<file path="src/rtl/cap_timer_pkg.sv">
package cap_timer_pkg;
  localparam int BITS_PER_CH = 3;
  localparam int ADR_CTRL    = 0;
  localparam int ADR_STAT    = 1;
  localparam int ADR_COUNT   = 2;
  localparam int ADR_CMP     = 3;
  localparam int ADR_CAPBASE = 4;

  typedef struct packed {
    logic irq_en;
    logic fall_en;
    logic rise_en;
  } ch_ctrl_t;
endpackage

</file>
<file path="src/rtl/cap_edge_sync.sv">
module cap_edge_sync #(
  parameter int STAGES = 2
) (
  input  logic clk,
  input  logic rst,
  input  logic pin_i,
  output logic rise_o,
  output logic fall_o
);
  // sh[STAGES-1] is the synchronised sample, sh[STAGES] the previous one
  logic [STAGES:0] sh;

  always_ff @(posedge clk) begin
    if (rst) sh <= '0;
    else     sh <= {sh[STAGES-1:0], pin_i};
  end

  assign rise_o = sh[STAGES-1] & ~sh[STAGES];
  assign fall_o = ~sh[STAGES-1] & sh[STAGES];
endmodule

</file>
<file path="src/rtl/cap_free_counter.sv">
module cap_free_counter #(
  parameter int W = 32
) (
  input  logic         clk,
  input  logic         rst,
  input  logic         en_i,
  output logic [W-1:0] cnt_o
);
  logic [W-1:0] cnt_q;

  always_ff @(posedge clk) begin
    if (rst)       cnt_q <= '0;
    else if (en_i) cnt_q <= cnt_q + W'(1);
  end

  assign cnt_o = cnt_q;


  cnt_hold_chk: assert property (@(posedge clk) disable iff (rst)
    !en_i |=> $stable(cnt_q));
endmodule

</file>
<file path="src/rtl/cap_channel.sv">
module cap_channel
  import cap_timer_pkg::*;
#(
  parameter int CNT_W = 32
) (
  input  logic             clk,
  input  logic             rst,
  input  logic             rise_i,
  input  logic             fall_i,
  input  ch_ctrl_t         ctl_i,
  input  logic             clr_i,
  input  logic [CNT_W-1:0] cnt_i,
  output logic [CNT_W-1:0] cap_o,
  output logic             flag_o
);
  logic [CNT_W-1:0] cap_q;
  logic             flag_q;
  logic             load;

  assign load = (rise_i & ctl_i.rise_en) | (fall_i & ctl_i.fall_en);

  always_ff @(posedge clk) begin
    if (rst) begin
      cap_q  <= '0;
      flag_q <= 1'b0;
    end else begin
      if (load) cap_q <= cnt_i;
      if (load && ctl_i.irq_en) flag_q <= 1'b1;
      else if (clr_i)           flag_q <= 1'b0;
    end
  end

  assign cap_o  = cap_q;
  assign flag_o = flag_q;


  no_edge_hold_chk: assert property (@(posedge clk) disable iff (rst)
    !(rise_i || fall_i) |=> $stable(cap_q));


  rise_load_chk: assert property (@(posedge clk) disable iff (rst)
    (rise_i && ctl_i.rise_en) |=> cap_q == $past(cnt_i));


  irq_gate_chk: assert property (@(posedge clk) disable iff (rst)
    (!ctl_i.irq_en && !flag_q) |=> !flag_q);


  w1c_chk: assert property (@(posedge clk) disable iff (rst)
    (clr_i && !(rise_i || fall_i)) |=> !flag_q);
endmodule

</file>
<file path="src/rtl/cap_timer_top.sv">
module cap_timer_top
  import cap_timer_pkg::*;
#(
  parameter int CNT_W  = 32,
  parameter int NCH    = 2,
  parameter int DATA_W = 32,
  parameter int ADDR_W = 4,
  parameter int SYNC_N = 2
) (
  input  logic              clk,
  input  logic              rst,
  input  logic              count_en,
  input  logic [NCH-1:0]    cap_in,
  input  logic              bus_we,
  input  logic [ADDR_W-1:0] bus_addr,
  input  logic [DATA_W-1:0] bus_wdata,
  output logic [DATA_W-1:0] bus_rdata,
  output logic              irq
);
  localparam int CTRL_W = BITS_PER_CH * NCH;

  logic [CTRL_W-1:0] ctrl_q;
  logic [DATA_W-1:0] cmp_q;
  logic [CNT_W-1:0]  cnt;
  logic [NCH-1:0]    rise_v, fall_v, flag_v, clr_v;
  logic [CNT_W-1:0]  cap_v [NCH];
  logic [DATA_W-1:0] rd_next;
  logic              wr_ctrl, wr_stat, wr_cmp;

  assign wr_ctrl = bus_we && (bus_addr == ADDR_W'(ADR_CTRL));
  assign wr_stat = bus_we && (bus_addr == ADDR_W'(ADR_STAT));
  assign wr_cmp  = bus_we && (bus_addr == ADDR_W'(ADR_CMP));

  always_ff @(posedge clk) begin
    if (rst) begin
      ctrl_q <= '0;
      cmp_q  <= '0;
    end else begin
      if (wr_ctrl) ctrl_q <= bus_wdata[CTRL_W-1:0];
      if (wr_cmp)  cmp_q  <= bus_wdata;
    end
  end

  cap_free_counter #(.W(CNT_W)) u_cnt (
    .clk(clk), .rst(rst), .en_i(count_en), .cnt_o(cnt)
  );

  for (genvar c = 0; c < NCH; c++) begin : g_ch
    ch_ctrl_t ctl;
    assign ctl      = ch_ctrl_t'(ctrl_q[BITS_PER_CH*c +: BITS_PER_CH]);
    assign clr_v[c] = wr_stat && bus_wdata[c];

    cap_edge_sync #(.STAGES(SYNC_N)) u_sync (
      .clk(clk), .rst(rst), .pin_i(cap_in[c]),
      .rise_o(rise_v[c]), .fall_o(fall_v[c])
    );

    cap_channel #(.CNT_W(CNT_W)) u_chan (
      .clk(clk), .rst(rst), .rise_i(rise_v[c]), .fall_i(fall_v[c]),
      .ctl_i(ctl), .clr_i(clr_v[c]), .cnt_i(cnt),
      .cap_o(cap_v[c]), .flag_o(flag_v[c])
    );
  end

  always_comb begin
    rd_next = '0;
    if (bus_addr == ADDR_W'(ADR_CTRL))  rd_next = DATA_W'(ctrl_q);
    if (bus_addr == ADDR_W'(ADR_STAT))  rd_next = DATA_W'(flag_v);
    if (bus_addr == ADDR_W'(ADR_COUNT)) rd_next = DATA_W'(cnt);
    if (bus_addr == ADDR_W'(ADR_CMP))   rd_next = cmp_q;
    for (int i = 0; i < NCH; i++) begin
      if (bus_addr == ADDR_W'(ADR_CAPBASE + i)) rd_next = DATA_W'(cap_v[i]);
    end
  end

  always_ff @(posedge clk) begin
    if (rst) bus_rdata <= '0;
    else     bus_rdata <= rd_next;
  end

  assign irq = |flag_v;


  rsvd_read_chk: assert property (@(posedge clk) disable iff (rst)
    ($past(bus_addr) == ADDR_W'(ADR_CTRL) && !$past(rst)) |-> bus_rdata[DATA_W-1:CTRL_W] == '0);
endmodule

</file>
<file path="config.mk">
export PLATFORM = sky130hd
export DESIGN_NAME = cap_timer_top
export DESIGN_NICKNAME = d
export VERILOG_FILES = /design/src/rtl/cap_timer_pkg.sv /design/src/rtl/cap_edge_sync.sv /design/src/rtl/cap_free_counter.sv /design/src/rtl/cap_channel.sv /design/src/rtl/cap_timer_top.sv
export SDC_FILE = /design/constraint.sdc
export NUM_CORES = 1
export LEC_CHECK = 0
export ABC_AREA = 1
export BUFFER_PORTS_ARGS = -buffer_cell sky130_fd_sc_hd__clkbuf_2
export CORE_MARGIN = 5
export CORE_UTILIZATION = 52
export DETAILED_ROUTE_END_ITERATION = 6
export PLACE_DENSITY = 0.72
export SYNTH_ARGS = -nofsm -noshare
export SYNTH_HDL_FRONTEND = slang
export SYNTH_SLANG_ARGS = --single-unit
</file>
<file path="constraint.sdc">
create_clock -name clk -period 3 [get_ports clk]
set_clock_uncertainty 0.2 [all_clocks]
set_input_delay 0.3 -clock clk [delete_from_list [all_inputs] [get_ports clk]]
set_output_delay 0.3 -clock clk [all_outputs]
set_load 0.01 [all_outputs]
</file>
======== After elaboration in Yosys (flattened, before gate mapping) ========
Index checks and enable logic that the tools add are counted.
operators by class
  add/subtract/negate cells ............... 1
  magnitude comparators ................... 0
  bitwise logic cells ..................... 14
  multiplexer cells ....................... 10
  div/mod/pow operators ................... 0
  reductions and logical operators ........ 11
  multiply operators ...................... 0
  equal/unequal tests ..................... 5
  shifts and indexed selects .............. 0
operators with widths
  kind                     count
  $mux W32                 5
  $add A32 B1 Y32 const B  1
  $and A1 B1 Y1            8
  $eq A4 B2 Y1 const B     2
  $eq A4 B3 Y1 const B     2
  $logic_and A1 B1 Y1      7
  $mux W6                  1
  $eq A4 B1 Y1 const B     1
  $logic_not A4 Y1         1
  $mux W1                  4
  $not A1 Y1               4
  $reduce_bool A2 Y1       2
  $or A1 B1 Y1             2
  $reduce_or A2 Y1         1
word-level totals
  latch bits .............................. 0
  output and inout port bits .............. 33
  bits in read-only memories .............. 0
  bits in writable memories ............... 0
  memories ................................ 0
  register bits ........................... 174

======== Depth between registers and ports, before layout ========
Gate-level depths: netlist of the first run.
  depth in word-level cells ............... 7
  depth in mapped cells ................... 9
  gate-level depth less buffers ........... 9

======== Cells and area by module ========
Synthesis of the first run repeated with hierarchy kept, for this count alone.
second synthesis, totals
  cell total of the unflattened synthesis .. 1100
  area total of the unflattened synthesis .. 7992.7 µm²
by module, submodules not included
  module            seq. area each (µm²)  instances  cells each  area each (µm²)
  cap_timer_top     1401.3                1          449         3241.9
  cap_channel       660.6                 2          182         1385.1
  cap_free_counter  640.6                 1          263         1793.0
  cap_edge_sync     60.1                  2          12          93.8

======== Worst setup path after synthesis of the first run ========
No wires, ideal clock.
  path kind ............................... reg-to-reg
  start ................................... register u_cnt.cnt_q[0] (netlist: u_cnt.cnt_o[0])
  end ..................................... register u_cnt.cnt_q[14] (netlist: u_cnt.cnt_o[14])
  stages on the path, launching flop included .. 9
  data required time ...................... 2.668 ns
  arrival ................................. 1.282 ns
  buffers on the path ..................... 0
  path slack .............................. 1.386 ns
  cells stage by stage .................... dfxtp_1 > ha_1 > nand3_4 > nor2_4 > nand3_4 > nor2_4 > nand2_1 > nor2_1 > nor3b_2
on the way
  longest elaborated chain between the ends .. 1
ends and longest elaborated chain
  item                    line                    source
  start, declared         cap_free_counter.sv:9   logic [W-1:0] cnt_q;
  start signal, assigned  cap_free_counter.sv:13  else if (en_i) cnt_q <= cnt_q + W'(1);
  $add A32 B1 Y32         cap_free_counter.sv:13
Every way passes these cells.
A chain may end at the register's enable or synchronous reset.

======== Worst setup path after layout of the first run ========
  start ................................... register ctrl_q[1]
  end ..................................... register g_ch[0].u_chan.cap_q[1]
on the way
  longest elaborated chain between the ends .. 2
ends and longest elaborated chain
  item                    line                 source
  start, declared         cap_timer_top.sv:22  logic [CTRL_W-1:0] ctrl_q;
  start signal, assigned  cap_timer_top.sv:39  if (wr_ctrl) ctrl_q <= bus_wdata[CTRL_W-1:0];
  $and A1 B1 Y1           cap_channel.sv:20    assign load = (rise_i & ctl_i.rise_en) | (fall_i & ctl_i.fall_en);
  $or A1 B1 Y1            cap_channel.sv:20
  end signal, assigned    cap_channel.sv:27    if (load) cap_q <= cnt_i;
  end, declared           cap_channel.sv:16    logic [CNT_W-1:0] cap_q;
Every way passes these cells.

==> flow_summary.ini, run 1 <==
[placed_design]
dpl.hpwl_um = 11900
gp_congestion = 0.858
io_buffers = 74

[power_and_ir_drop]
pwr-share-comb_pct = 5.5
p_leak_nw = 3.08
ir_drop_v = 0.000422
power_density_mw_per_mm2 = 580
p_int_w = 0.00387
share_clk_of_total_power_pct = 46.3
power_switching_w = 0.00109
p_total_w = 0.00496
pwr-share-seq_pct = 48.2
switching_share_pct = 22.0

[clocking]
path_clk_slew_ns = 0.06
numCtsBuffers = 17
htreeDepth = 4
cts.sinks = 174
ctsResizeCount = 0
tritoncts = yes
clock_path_buffers = 2
clockRootBuffer = clkbuf_16
clkLatencyLatePin_ns = 0.43

[setup_path]
endpoint_kind = register
crit_start = ctrl_q[1]
cpMaxStageDelayCell = inv_2
crit_chain = inv_1, o21ai_0, nand2_1, inv_2, nor2_1, a211oi_1
cp.depth = 6
crit_path_end = g_ch[0].u_chan.cap_o[1]
r2r_end = g_ch[0].u_chan.cap_o[1]
cp_top_family = buffers and inverters
crit_buf_inv = 2
path_max_fanout = 53
worstPathRequired_ns = 3.13
cp.arrival_ns = 2.30
worstSetupPathType = register to register
reg2reg_depth = 6
r2r_start = ctrl_q[1]
r2r_slack_ns = 0.83
slowest_delay_ns = 0.74
start_kind = register

[routing]
firstDrtPassIters = 7
postRouteAntennaNets = 0
via_per_inst = 5.38
wire_per_inst_um = 15.1
routed_wl_um = 18300
dr.first_iter.drc_count = 533
num_vias = 6532
drc = 0

[floorplanning]
dieArea_mm2 = 0.0163
core.rowCount = 43
die_x_um = 128
die_y_um = 128
core_area_mm2 = 0.0137
start_util_pct = 52.3
pin_count = 75

[synthesis]
async_flop_share_pct = 0
synth_top_family_by_area = compound AO/OA/AOI/OAI gates
synth.most_common_cell = dfxtp_1
synth_seq_cells = 174
synth_common_cells = dfxtp_1 (174), nor2_1 (133), a21oi_1 (115), inv_1 (114), nand2_1 (91)
synth.mux.area_fraction_pct = 0
synth_edf_count = 0
avgSynthCellArea_um2 = 7.65
synth-compound-area-share_pct = 21.7
synth_nets = 982
synth_area_leaders = dfxtp_1 (49%), a21oi_1 (8.0%), nor2_1 (7.0%), inv_1 (6.0%), a211oi_1 (5.1%)
synth_top_area_share_pct = 48.5
synth_xor_area_share_pct = 0.244
synthCells = 939
synthSimpleGateAreaFrac_pct = 19.7
seq_area_frac_synth_pct = 48.5
netlist_area_mm2 = 0.00718
synthDistinctLibCells = 33
synth-main-ff-cell = dfxtp_1
ys.warnings.count = 0
synth.largest_area_cell = dfxtp_1
synthAdderAreaFrac_pct = 0.174

[global_routing]
grt_overflow = 0
track_usage_pct = 23.3
grt_pass1_vias = 6052
grt_pass1_wl_um = 30300
grt_max_degree = 54
grt_busiest_layer = met2
antenna_found_initial = 0
met3_usage_pct = 4.68
grt_use_met1_pct = 31.5
grt_use_met2_pct = 37.0

[timing]
fin_setup_tns_ns = 0
max_freq_mhz = 461
fin_crit_sh_pct = 72.4
hold_viol = 0
min_period_ns = 2.17
tightestPinTransition_ns = 0.871
final-setup-viol-count = 0
rsz0062_at_grt = no
slew_headroom_pct = 41.8
final_max_slew_viol_count = 0

[final_layout]
area_growth_pct = 19.0
antennaDiodeCount = 0
nNetsFinal = 1064
drive_gt1_share_pct = 14.0

[flow_run]
maxCapViolations = 0

[outcome]
outcome = complete, no violations

[min_path]
hp-class = primary input to register
[how the worst min path moves through the flow]
stage / endpoint / from / cells after the start / slack, ns
after floorplan: g_ch[0].u_sync.sh[1] / g_ch[0].u_sync.sh[0] / 2 / 0.19
after global placement: g_ch[1].u_sync.sh[1] / g_ch[1].u_sync.sh[0] / 2 / 0.19
after detailed placement: g_ch[1].u_sync.sh[1] / g_ch[1].u_sync.sh[0] / 2 / 0.20
after CTS: cmp_q[10] / bus_wdata[10] / 3 / 0.0008
after global routing: cmp_q[30] / bus_wdata[30] / 3 / 0.03
final: cmp_q[30] / bus_wdata[30] / 3 / 0.006
[power by group through the flow]
| stage | sequential, W | combinational, W | clock, W |
|---|---|---|---|
| 3_3_place_gp | 0.00244 | 0.000230 | 0 |
| 4_1_cts | 0.00239 | 0.000267 | 0.00232 |
| 3_5_place_dp | 0.00244 | 0.000233 | 0 |
| 2_1_floorplan | 0.00243 | 0.000159 | 0 |
| 5_1_grt | 0.00239 | 0.000305 | 0.00242 |
| 6_report | 0.00239 | 0.000272 | 0.00230 |
[timing repair]
item / CTS / global route
buffers inserted: 0 / 0
hold endpoints to repair: 37 / 0
hold buffers: 32 / 0
[through the flow]
stage / instance area, um^2 / setup slack, ns / utilization, % / std cells / hold WS (ns)
finish: 8550 / 0.829 / 62.3 / 1214 / 0.00645
global placement: 7610 / 0.907 / 55.5 / 1150 / 0.193
global route: 8550 / 0.534 / 62.3 / 1214 / 0.0326
floorplan: 7180 / 1.39 / - / 939 / 0.188
CTS: 8550 / 0.845 / 62.3 / 1214 / 0.000781
detailed placement: 7610 / 0.890 / 55.5 / 1150 / 0.195
[registers in the layout (all words and copies together) (netlist names)]
| signal | flops |
|---|---|
| bus_rdata | 32 |
| cmp_q | 32 |
| ctrl_q | 6 |
| g_ch.u_chan.cap_o | 64 |
| g_ch.u_chan.flag_o | 2 |
| g_ch.u_sync.sh | 6 |
| u_cnt.cnt_o | 32 |
[layer usage]
layer	share of wire [%]	vias up	wire length [um]
li1	-	3310	-
met1	46	3013	8400
met2	47	174	8570
met3	5.5	35	1010
met4	2.0	0	360
met5	0	-	0
[kinds of logic (layout without fill, tap and decap cells)]
group / Yosys count / in the layout
simple gates: 313 / 313
compound gates: 277 / 277
flops: 174 / 174
buf+inv: 172 / 267
xor+xnor: 2 / 2
fa+ha+maj: 1 / 1
[cell usage in the layout, fill, tap and decap left out, types with 4 or more instances in the layout]
cell type,netlist,layout
a211oi_1,49,49
a21oi_1,115,115
buf_4,4,10
clkbuf_16,0,17
clkbuf_2,0,73
clkbuf_8,0,4
dfxtp_1,174,174
dlygate4sd3_1,0,32
inv_1,114,113
inv_2,6,7
nand2_1,91,90
nand3_1,42,42
nand4_1,7,7
nor2_1,133,133
nor2_2,5,5
nor2_4,5,5
nor3_1,13,13
nor3_2,5,5
o21ai_0,61,61
o21ai_1,17,17
o22ai_1,30,30
[tightest hold or removal path: cells and delay by family]
kind | cells | cell delay (ns)
AOI/OAI and AO/OA | 2 | 0.21
buffers and inverters | 1 | 0.08
[cell type report]
class	instances	area [um^2]
clock buffers	23	488
well taps	180	225
repair buffers	115	761
fillers	1203	5170
clock inverters	9	130
inverters	120	450
flip-flops and latches	174	3480
multi-input cells	593	3010
No activity file was read; power rests on OpenSTA's default activity.
==> run 2, diff against run 1 <==
--- a/config.mk
+++ b/config.mk
@@ -10,7 +10,7 @@
 export CORE_MARGIN = 5
 export CORE_UTILIZATION = 52
 export DETAILED_ROUTE_END_ITERATION = 6
-export PLACE_DENSITY = 0.72
+export PLACE_DENSITY = 0.75
 export SYNTH_ARGS = -nofsm -noshare
 export SYNTH_HDL_FRONTEND = slang
 export SYNTH_SLANG_ARGS = --single-unit
==> constraint.sdc (replaced) <==
create_clock -name clk -period 1.8 [get_ports clk]
set_clock_uncertainty 0.2 [all_clocks]
set_input_delay 0.18 -clock clk [delete_from_list [all_inputs] [get_ports clk]]
set_output_delay 0.18 -clock clk [all_outputs]
set_load 0.01 [all_outputs]
==> flow_summary.ini, run 2 (synthesized netlist as in run 1, its figures left out) <==
[outcome]
outcome = complete, no violations

[final_layout]
nNetsFinal = 1089
final_area_mm2 = 0.00892
drive_gt1_share_pct = 16.7
seqCellArea_mm2 = 0.00349
fillers = 1115
mostFrequentLayoutCell = dfxtp_1
area_growth_pct = 24.3
antennaDiodeCount = 0
fin_util_pct = 65.0
multiInputGateArea_mm2 = 0.00305
largest_reg_flops = 64
most-common-layout-cells = dfxtp_1 (169), nor2_1 (131), a21oi_1 (115)

[setup_path]
worstPathRequired_ns = 1.91
endpoint_kind = register
start_kind = register
cpMaxStageDelayCell = dfxtp_1
cp_top_family = simple AND/OR/NAND/NOR gates
slowest_delay_ns = 0.35
path_max_fanout = 5
cp.arrival_ns = 1.76
crit_buf_inv = 0
worstSetupPathType = register to register
crit_chain = ha_2, nand3_4, nor2_4, nand3_4, nor2_4, nand2_1, nor2_1, nor3b_2

[timing]
max_freq_mhz = 607
tightestPinTransition_ns = 0.445
fin_crit_sh_pct = 91.6
setup_ws_ns = 0.151
fin_setup_tns_ns = 0
slew_headroom_pct = 70.3
final-setup-viol-count = 0
hold_viol = 0
rsz0062_at_grt = no
final_max_slew_viol_count = 0
min_period_ns = 1.65

[placed_design]
dp_slack_ns = 0.116
dpl.hpwl_um = 12200
io_buffers = 74
gp_congestion = 0.911
dpl-instance-area_mm2 = 0.00785

[global_routing]
grt_overflow = 0
grt_pass1_wl_um = 30600
antenna_found_initial = 0
met3_usage_pct = 4.68
grt_pass1_vias = 6351
grt_max_degree = 97
grt_use_met2_pct = 37.7
grt_busiest_layer = met2
track_usage_pct = 23.1
grt_use_met1_pct = 30.8

[routing]
via_per_inst = 5.38
drc = 0
dr.first_iter.drc_count = 622
firstDrtPassIters = 5
postRouteAntennaNets = 0
wire_per_inst_um = 14.8
routed_wl_um = 18400
num_vias = 6669

[clocking]
tritoncts = yes
numCtsBuffers = 17
clkLatencyLatePin_ns = 0.43
clockRootBuffer = clkbuf_16
cts.sinks = 174
clock_path_buffers = 2
htreeDepth = 4
path_clk_slew_ns = 0.07
cts_setup_buffers = 0

[floorplanning]
pin_count = 75
dieArea_mm2 = 0.0163
die_y_um = 128
die_x_um = 128
core_area_mm2 = 0.0137
core.rowCount = 43
start_util_pct = 52.3

[power_and_ir_drop]
p_leak_nw = 3.28
ir_drop_v = 0.000637
power_density_mw_per_mm2 = 949
p_total_w = 0.00847

[min_path]
hp-class = primary input to register

[flow_run]
maxCapViolations = 0
[run 2: worst paths after layout]
path | endpoint | cells after the start | slack (ns) | startpoint
max | u_cnt.cnt_o[14] | 8 | 0.15 | u_cnt.cnt_o[0]
min | g_ch[1].u_chan.flag_o | 5 | 0.02 | bus_addr[2]
max reg2reg | u_cnt.cnt_o[14] | 8 | 0.15 | u_cnt.cnt_o[0]
min reg2reg | g_ch[1].u_sync.sh[1] | 2 | 0.20 | g_ch[1].u_sync.sh[0]
[run 2: per-layer routing]
layer	vias up	share of wire [%]
li1	3361	-
met1	3087	45
met2	187	48
met3	34	5.8
met4	0	1.7
met5	-	0
[run 2: through the flow]
step           cells  hold WS, ns
6_report        1239       0.0217
5_1_grt         1239       0.0804
4_1_cts         1239       0.0117
3_5_place_dp    1169        0.183
3_3_place_gp    1169        0.174
2_1_floorplan    939       0.0870
[run 2: timing repair]
item                                    in CTS  in global routing
hold buffers                                38                  0
hold endpoints to repair                    46                  0
resized for setup                            0                 15
endpoints found under the setup margin       0                 10
[run 2: cell type report]
class | count | area share (%)
Clock buffer | 20 | 5.23
Sequential cell | 174 | 39.1
Clock inverter | 12 | 2.02
Timing Repair Buffer | 140 | 11.9
Tap cell | 180 | 2.52
Multi-Input combinational cell | 593 | 34.2
Inverter | 120 | 5.05
[run 2: worst register-to-register path, stage by stage, from the launching register on]
cell     delay, ns
dfxtp_1       0.35
ha_2          0.22
nand3_4       0.12
nor2_4        0.15
nand3_4       0.12
nor2_4        0.11
nand2_1       0.07
nor2_1        0.12
nor3b_2       0.06
[run 2: where the power goes]
group | switching [W] | total [W] | internal (W)
registers | 0.0000356 | 0.00397 | 0.00394
logic | 0.000295 | 0.000507 | 0.000212
clock network | 0.00154 | 0.00399 | 0.00244
